## config.mk

```make
export PLATFORM = sky130hd
export DESIGN_NAME = sfcp_front
export DESIGN_NICKNAME = d
export VERILOG_FILES = /design/src/rtl/sfcp_pkg.sv /design/src/rtl/sfcp_sync.sv /design/src/rtl/sfcp_shift_in.sv /design/src/rtl/sfcp_shift_out.sv /design/src/rtl/sfcp_front.sv
export SDC_FILE = /design/constraint.sdc
export NUM_CORES = 1
export LEC_CHECK = 0
export BUFFER_PORTS_ARGS = -buffer_cell sky130_fd_sc_hd__buf_2
export CAP_MARGIN = 25
export CORE_MARGIN = 4
export CORE_UTILIZATION = 50
export DETAILED_ROUTE_END_ITERATION = 16
export PLACE_DENSITY = 0.79
export SKIP_LAST_GASP = 1
export SLEW_MARGIN = 30
export SYNTH_ARGS = -nofsm -noshare
export SYNTH_HDL_FRONTEND = slang
export SYNTH_SLANG_ARGS = --single-unit
```

## constraint.sdc

```tcl
create_clock -name clk -period 1.4 [get_ports clk]
set_input_delay 0.28 -clock clk [delete_from_list [all_inputs] [get_ports clk]]
set_output_delay 0.28 -clock clk [all_outputs]
set_load 0.02 [all_outputs]
```

## src/rtl/sfcp_pkg.sv

```systemverilog
package sfcp_pkg;
   typedef enum logic [1:0] {
      ST_OPCODE = 2'd0,
      ST_STATUS = 2'd1,
      ST_DRAIN  = 2'd2
   } sfcp_state_e;
endpackage

```

## src/rtl/sfcp_sync.sv

```systemverilog
module sfcp_sync #(
   parameter int          STAGES  = 2,
   parameter int          W       = 1,
   parameter logic [W-1:0] RST_VAL = '0
) (
   input  logic         clk,
   input  logic         rst_n,
   input  logic [W-1:0] d_async,
   output logic [W-1:0] q
);
   logic [W-1:0] pipe [STAGES];

   generate
      if (STAGES < 2) begin : g_bad
         $error("sfcp_sync: STAGES must be at least 2");
      end
      for (genvar g = 0; g < STAGES; g++) begin : g_stage
         if (g == 0) begin : g_first
            always_ff @(posedge clk) begin
               if (!rst_n) pipe[0] <= RST_VAL;
               else        pipe[0] <= d_async;
            end
         end else begin : g_next
            always_ff @(posedge clk) begin
               if (!rst_n) pipe[g] <= RST_VAL;
               else        pipe[g] <= pipe[g-1];
            end
         end
      end
   endgenerate

   assign q = pipe[STAGES-1];
endmodule

```

## src/rtl/sfcp_shift_in.sv

```systemverilog
module sfcp_shift_in #(
   parameter int W = 8
) (
   input  logic         clk,
   input  logic         rst_n,
   input  logic         clear,
   input  logic         take,
   input  logic         bit_in,
   output logic [W-1:0] word_o,
   output logic         full_o
);
   localparam int CW = $clog2(W);
   localparam logic [CW-1:0] LAST = CW'(W - 1);

   logic [W-2:0]  acc;
   logic [CW-1:0] cnt;

   assign word_o = {acc, bit_in};
   assign full_o = take && (cnt == LAST) && !clear;

   always_ff @(posedge clk) begin
      if (!rst_n || clear) begin
         acc <= '0;
         cnt <= '0;
      end else if (take) begin
         acc <= word_o[W-2:0];
         cnt <= (cnt == LAST) ? '0 : cnt + 1'b1;
      end
   end
endmodule

```

## src/rtl/sfcp_shift_out.sv

```systemverilog
module sfcp_shift_out #(
   parameter int W = 8
) (
   input  logic         clk,
   input  logic         rst_n,
   input  logic         clear,
   input  logic         load,
   input  logic [W-1:0] load_val,
   input  logic         rise,
   input  logic         fall,
   output logic         sdo_o,
   output logic         drive_o,
   output logic         busy_o
);
   localparam int CW = $clog2(W);
   localparam logic [CW-1:0] LAST = CW'(W - 1);

   logic [W-1:0]  sreg;
   logic [CW-1:0] cnt;
   logic          run;
   logic          primed;

   assign sdo_o   = sreg[W-1];
   assign drive_o = run && primed;
   assign busy_o  = run;

   always_ff @(posedge clk) begin
      if (!rst_n) begin
         sreg   <= '0;
         cnt    <= '0;
         run    <= 1'b0;
         primed <= 1'b0;
      end else if (clear) begin
         run    <= 1'b0;
         primed <= 1'b0;
      end else if (load) begin
         sreg   <= load_val;
         cnt    <= '0;
         run    <= 1'b1;
         primed <= 1'b0;
      end else begin
         if (fall && run) begin
            if (!primed) primed <= 1'b1;
            else         sreg   <= {sreg[W-2:0], 1'b0};
         end
         if (rise && run && primed) begin
            if (cnt == LAST) run <= 1'b0;
            cnt <= cnt + 1'b1;
         end
      end
   end
endmodule

```

## src/rtl/sfcp_front.sv

```systemverilog
module sfcp_front #(
   parameter int               SYNC_STAGES = 2,
   parameter int               BYTE_W      = 8,
   parameter int               WEL_BIT     = 1,
   parameter logic [BYTE_W-1:0] OP_SET_WE  = 8'h06,
   parameter logic [BYTE_W-1:0] OP_CLR_WE  = 8'h04,
   parameter logic [BYTE_W-1:0] OP_STATUS  = 8'h05
) (
   input  logic clk,
   input  logic rst_n,
   input  logic sck,
   input  logic cs_n,
   input  logic sdi,
   output logic sdo,
   output logic sdo_oe
);
   import sfcp_pkg::*;

   generate
      if (BYTE_W < 2) begin : g_bad_w
         $error("sfcp_front: BYTE_W must be at least 2");
      end
      if (WEL_BIT < 0 || WEL_BIT >= BYTE_W) begin : g_bad_bit
         $error("sfcp_front: WEL_BIT out of range");
      end
      if (OP_SET_WE == OP_CLR_WE || OP_SET_WE == OP_STATUS || OP_CLR_WE == OP_STATUS) begin : g_bad_op
         $error("sfcp_front: opcodes must be distinct");
      end
   endgenerate

   // sync vector: [2]=sck, [1]=cs_n, [0]=sdi
   logic [2:0] in_s;
   sfcp_sync #(.STAGES(SYNC_STAGES), .W(3), .RST_VAL(3'b010)) u_sync (
      .clk     (clk),
      .rst_n   (rst_n),
      .d_async ({sck, cs_n, sdi}),
      .q       (in_s)
   );

   logic sck_prev;
   logic cs_act, sck_rise, sck_fall;

   always_ff @(posedge clk) begin
      if (!rst_n) sck_prev <= 1'b0;
      else        sck_prev <= in_s[2];
   end

   assign cs_act   = !in_s[1];
   assign sck_rise = cs_act && in_s[2] && !sck_prev;
   assign sck_fall = cs_act && !in_s[2] && sck_prev;

   sfcp_state_e        state;
   logic               wel;
   logic               take, byte_full, load;
   logic [BYTE_W-1:0]  word, status;
   logic               tx_busy;

   assign take = sck_rise && (state == ST_OPCODE);

   sfcp_shift_in #(.W(BYTE_W)) u_rx (
      .clk    (clk),
      .rst_n  (rst_n),
      .clear  (!cs_act),
      .take   (take),
      .bit_in (in_s[0]),
      .word_o (word),
      .full_o (byte_full)
   );

   always_comb begin
      status          = '0;
      status[WEL_BIT] = wel;
   end

   assign load = byte_full && (word == OP_STATUS);

   sfcp_shift_out #(.W(BYTE_W)) u_tx (
      .clk      (clk),
      .rst_n    (rst_n),
      .clear    (!cs_act),
      .load     (load),
      .load_val (status),
      .rise     (sck_rise),
      .fall     (sck_fall),
      .sdo_o    (sdo),
      .drive_o  (sdo_oe),
      .busy_o   (tx_busy)
   );

   always_ff @(posedge clk) begin
      if (!rst_n) begin
         state <= ST_OPCODE;
         wel   <= 1'b0;
      end else if (!cs_act) begin
         state <= ST_OPCODE;
      end else begin
         unique case (state)
            ST_OPCODE: if (byte_full) begin
               if (word == OP_SET_WE)      wel <= 1'b1;
               else if (word == OP_CLR_WE) wel <= 1'b0;
               state <= (word == OP_STATUS) ? ST_STATUS : ST_DRAIN;
            end
            ST_STATUS: if (!tx_busy) state <= ST_DRAIN;
            default:   state <= ST_DRAIN;
         endcase
      end
   end
endmodule

```

# [Word level (Yosys, flattened, before mapping)]
# Memories as Yosys holds them, arrays and structs flattened.
# Index checks and enable logic that the tools add are counted.
[totals] reg_bits=27 ramBits=6 in_bits=5 word_cells=73 n_memories=1
[op_classes] add_sub_neg=2 eq_ne=8 muxes=19 bitwise_logic=4 reduce_logical=30
[memory_table] name="u_sync.pipe" words=2 word_bits=3 read_ports=2 rd_clocked_by_memory_dff=0 write_ports=2 line="sfcp_sync.sv:11" text="logic [W-1:0] pipe [STAGES];"
[ops] cell="$eq A8 B3 Y1 const B" n=3
[ops] cell="$mux W8" n=3
[ops] cell="$mux W3" n=5
[ops] cell="$logic_and A1 B1 Y1" n=12
[ops] cell="$reduce_bool A2 Y1" n=5
[ops] cell="$mux W1" n=7
[ops] cell="$add A3 B1 Y3 const B" n=2
[ops] cell="$eq A3 B3 Y1 const B" n=2
[ops] cell="$mux W2" n=3
[ops] cell="$reduce_and A2 Y1" n=3
[ops] cell="$logic_not A1 Y1" n=4
[ops] cell="$ne A2 B2 Y1 const B" n=2
[ops] cell="$pmux W2 S2" n=1
[ops] cell="$reduce_and A4 Y1" n=1
[ops] cell="$reduce_and A3 Y1" n=1
[ops] cell="$reduce_or A3 Y1" n=1
[ops] cell="$eq A2 B1 Y1 const B" n=1
[ops] cell="$logic_not A2 Y1" n=1
[ops] cell="$not A1 Y1" n=2
[ops] cell="$or A1 B1 Y1" n=2
[ops] cell="$reduce_or A2 Y1" n=1
[ops] cell="$logic_or A1 B1 Y1" n=1

# [Logic depth before layout (Yosys ltp)]
# An unclocked memory read counts as a cell.
[logic_depth] word_depth=10 mapped_depth=6 ltp_nobuf=6

# [By module]
# From an unflattened synthesis, not the netlist that was laid out.
[hier_totals] cells_unflattened=141 area_unflattened_um2=1425.1
[modules_own_cells] module="sfcp_shift_out" instances=1 cells_per_inst=61 area_each_um2=613.1 seq_area_each_um2=260.2
[modules_own_cells] module="sfcp_shift_in" instances=1 cells_per_inst=39 area_each_um2=402.9 seq_area_each_um2=200.2
[modules_own_cells] module="sfcp_front" instances=1 cells_per_inst=29 area_each_um2=251.5 seq_area_each_um2=80.1
[modules_own_cells] module="sfcp_sync" instances=1 cells_per_inst=12 area_each_um2=157.7 seq_area_each_um2=120.1

# [Worst setup path before layout]
# OpenSTA, ideal clock, no wires.
[synth_path] path_type="register to register" start="memory u_sync.pipe[1][1]" end="register u_rx.acc[0]" setup_ns=0.128 t_arrival_ns=1.271 slack_ns=0.001 path_stages_with_launch=6 n_path_buf=1 synth_period_minus_slack_ns=1.399 path_cell_list="dfxtp_1 or3b_4 nor3_4 buf_6 mux2i_1 nor2_1"
[synth_rtl] element="from (decl)" line="sfcp_sync.sv:11"
[synth_rtl] element="to (signal assigned)" line="sfcp_shift_in.sv:26" text="acc <= word_o[W-2:0];"
[synth_rtl] element="to (decl)" line="sfcp_shift_in.sv:15" text="logic [W-2:0] acc;"

==> results.md <==
* Fill count at 157
* VDD IR max at 833 uV
* Pre-CTS setup slack at -0.262 ns
* Core area at 0.00230 sq mm
* DIE WIDTH at 57.9 um
* Adder-cell share of the synthesized area at 4.02%
* Worst-path cell chain: buf_4 -> nor4b_2 -> nand4_1 -> buf_4 -> nand2_2 -> o21ai_0
* CP Capture Type: flop
* Total GRT Usage at between 10% and 20%
* Register area share after synthesis at 51.4%
* Power Density at 1030 mW/mm^2
* Crit path required time at 1.62 ns
* Measured slew at the worst slew-check pin at 0.306 ns
* Complex-gate fraction of the synthesized area at 6.22%
* Row cnt at 17
* ANT nets after route at 0
* Global-route wire length before repair at 4350 um
* RSZ-0062 raised after global routing: yes
* Routed len/inst at about 13 um
* DR DRC count at 0
* Avg Cell Area, Syn at 9.81 sq um
* Number of hold buffers added after cts at 0
* Comb pwr share at 2.9%
* Mux cell area share after synthesis at 9.64%
* Final Cycle Share at 105%
* Layout Cell Area excl Fill at 0.00158 sq mm
* Die span in y at 57.9 um
* Antenna violations before repair at 0
* Critical Path Most Common Cell: buf_4
* TritonCTS buffer count at 5
* Vias in the first global route at 1021
* Layout area overhead at 27.1%
* GP Congestion at 0.786
* Static leakage at 0.607 nW
* Vias per std cell at 5.32
* Worst setup margin at -0.0715 ns
* Post-Synth Simple-Gate Area at between 20% and 30%
* Commonest non-fill, non-tap cell in the layout: dfxtp_1
* Setup violations, final at 20
* DIE AREA at ~0.0034 sq mm
* Clk root buf: clkbuf_4
* Final WL at roughly 2400 um
* Failing checks: setup timing
* Synth area leaders: dfxtp_1, mux2i_1, nand2_1
* WP data arrival at between 1.5 and 2 ns
* Setup CP Type: reg -> reg
* HP Class: in -> reg
* CTS tree: yes
* Layout Nets at about 170
* Sw frac at between 10% and 20%
* Fin crit period at 1.47 ns
* FFs w/ async S/R, synth at 0%
* CTS HTree Levels at 2
* Max_cap viols at 0
* Post-synth EDFFs at 0
* Area share of the largest cell type after synthesis at 51.4%
* Clock sink total at 32
* Count of cell types in the netlist at 27
* Yosys reg bits at 32
* Later-pin clock latency in the skew report at 0.33 ns
* Initial DRC count at 34
* Commonest non-fill, non-tap cells in the layout: dfxtp_1, buf_4, nand2_1
* Ys Warns at 0
* Total design power at 1.64 mW
* Largest net degree at the start of global routing at 14
* Worst slew margin at 79.6%
* Synth Net Count at 136
* Switching power at approximately 0.32 mW
* Layout Cells excl Fill at 189
* Global route overflow at 0
* Syn Inst Count at 127
* Max incr delay on CP at 0.37 ns
* Biggest fanout along the worst timing path at 7
* Outcome: finished, violations left
* Initial core utilization at 54.2%
* Final HPWL DP at 1710 um
* Critical Path Slowest Stage Cell: dfxtp_4
* Most used DFF post-synth: dfxtp_1
* P_int at 1.32 mW
* Final Skew at 0.0126 ns
* CTS max path bufs at 2
* Dpl cell area at 0.00145 sq mm
* IO Count at 7
* XOR/XNOR share of the synthesized area at 0.703%
* Clock power frac at about two fifths
* CP Launch Type: flop
* Mapped Area at 0.00125 sq mm
* Part of the power in registers at about 56%
* Clock slew at reported path FFs at 0.09 ns
* Final Hold Viols at 0
* Via count at 1005
* Ratio of cells with drive above 1 in the final layout at 28.6%
* Dpl cells at about 180
* Final core utilization at 69.0%
* Port bufs at 6
* Max Fclk at 680 MHz
* Area leader, netlist: dfxtp_1
* Largest family of logic cells by synthesized area: simple AND/OR/NAND/NOR gates
* ANT cells at 0
* DR pass1 iterations at 4
* Pins Over Slew Limit at 0
==> metal layers <==
layer / wire [um] / up-vias / GRT usage, %
li1: - / 499 / -
met1: 1080 / 480 / 19.4
met2: 1170 / 22 / 29.2
met3: 112 / 4 / 5.35
met4: 36 / 0 / 9.60
met5: 0 / - / 0
==> metrics by stage <==
step                      setup TNS [ns]  hold slack, ns
after global placement            -0.677           0.395
after CTS                         -0.667           0.116
after floorplan                        0           0.353
after detailed placement           -3.02           0.400
after global routing               -2.62           0.125
final                             -0.715           0.134
==> worst paths after layout <==
kind                          start                end  slack, ns  depth (start not counted)
setup reg to reg  u_sync.pipe[1][1]       u_tx.sreg[3]      -0.07                          6
setup / recovery  u_sync.pipe[1][1]       u_tx.sreg[3]      -0.07                          6
hold / removal                 cs_n  u_sync.pipe[0][1]       0.13                          2
hold reg to reg   u_sync.pipe[0][1]  u_sync.pipe[1][1]       0.42                          1
==> synthesized netlist by cell type, drive strengths merged, types with 2 or more instances <==
cell / n
nand4: 2
nand2: 15
ha: 4
nand2b: 5
o21ai: 3
inv: 2
nor3: 2
and2: 5
nand3: 4
mux2i: 12
a21oi: 9
nor2: 14
dfxtp: 32
clkbuf: 3
nor4b: 4
nand3b: 3
==> state kept, by name, indices dropped and copies added, names as in the netlist <==
name and flops:
sck_prev 1, u_rx.acc 7, u_tx.sreg 7, u_tx.primed 1, u_tx.cnt 3, state 2
u_rx.cnt 3, wel 1, u_tx.busy_o 1, u_sync.pipe 6
==> power by group through the flow <==
stage / registers, mW / logic, mW / clock network [mW]
after floorplan: 0.943 / 0.0210 / 0
after global placement: 0.944 / 0.0396 / 0
after detailed placement: 0.945 / 0.0418 / 0
after CTS: 0.923 / 0.0471 / 0.688
after global routing: 0.924 / 0.0519 / 0.736
final: 0.923 / 0.0473 / 0.667
==> layout make-up <==
class / count / area (sq um) / share of cell area (%)
clock buffers: 6 / 41.3 / 2.61
repair buffers: 29 / 225 / 14.2
inverters: 2 / 7.51 / 0.474
well taps: 28 / 35.0 / 2.21
multi-input cells: 90 / 593 / 37.4
flip-flops and latches: 32 / 647 / 40.8
clock inverters: 2 / 35.0 / 2.21
==> critical path: cells and delay by family (launching register included) <==
| family | cells | cell delay, ns |
|---|---|---|
| AND/OR/NAND/NOR | 3 | 0.58 |
| flip-flops | 1 | 0.37 |
| buffers and inverters | 2 | 0.31 |
| AO/OA/AOI/OAI | 1 | 0.10 |
==> logic make-up (layout without fill, tap and decap cells) <==
kind of cell	after synthesis	after routing
xor gates and xnor gates	1	1
buffers and inverters	6	39
AOI/OAI and AO/OA	14	14
muxes	12	12
and+or+nand+nor	58	59
adders and majority gates	4	4
DFF	32	32
==> what timing repair did <==
item,4_1_cts,5_1_grt
gates resized for setup,6,4
cloned,1,0
buffers inserted,3,0
endpoints found under the setup margin,25,25
pin swaps,4,0
(Power assumes the default switching activity.)
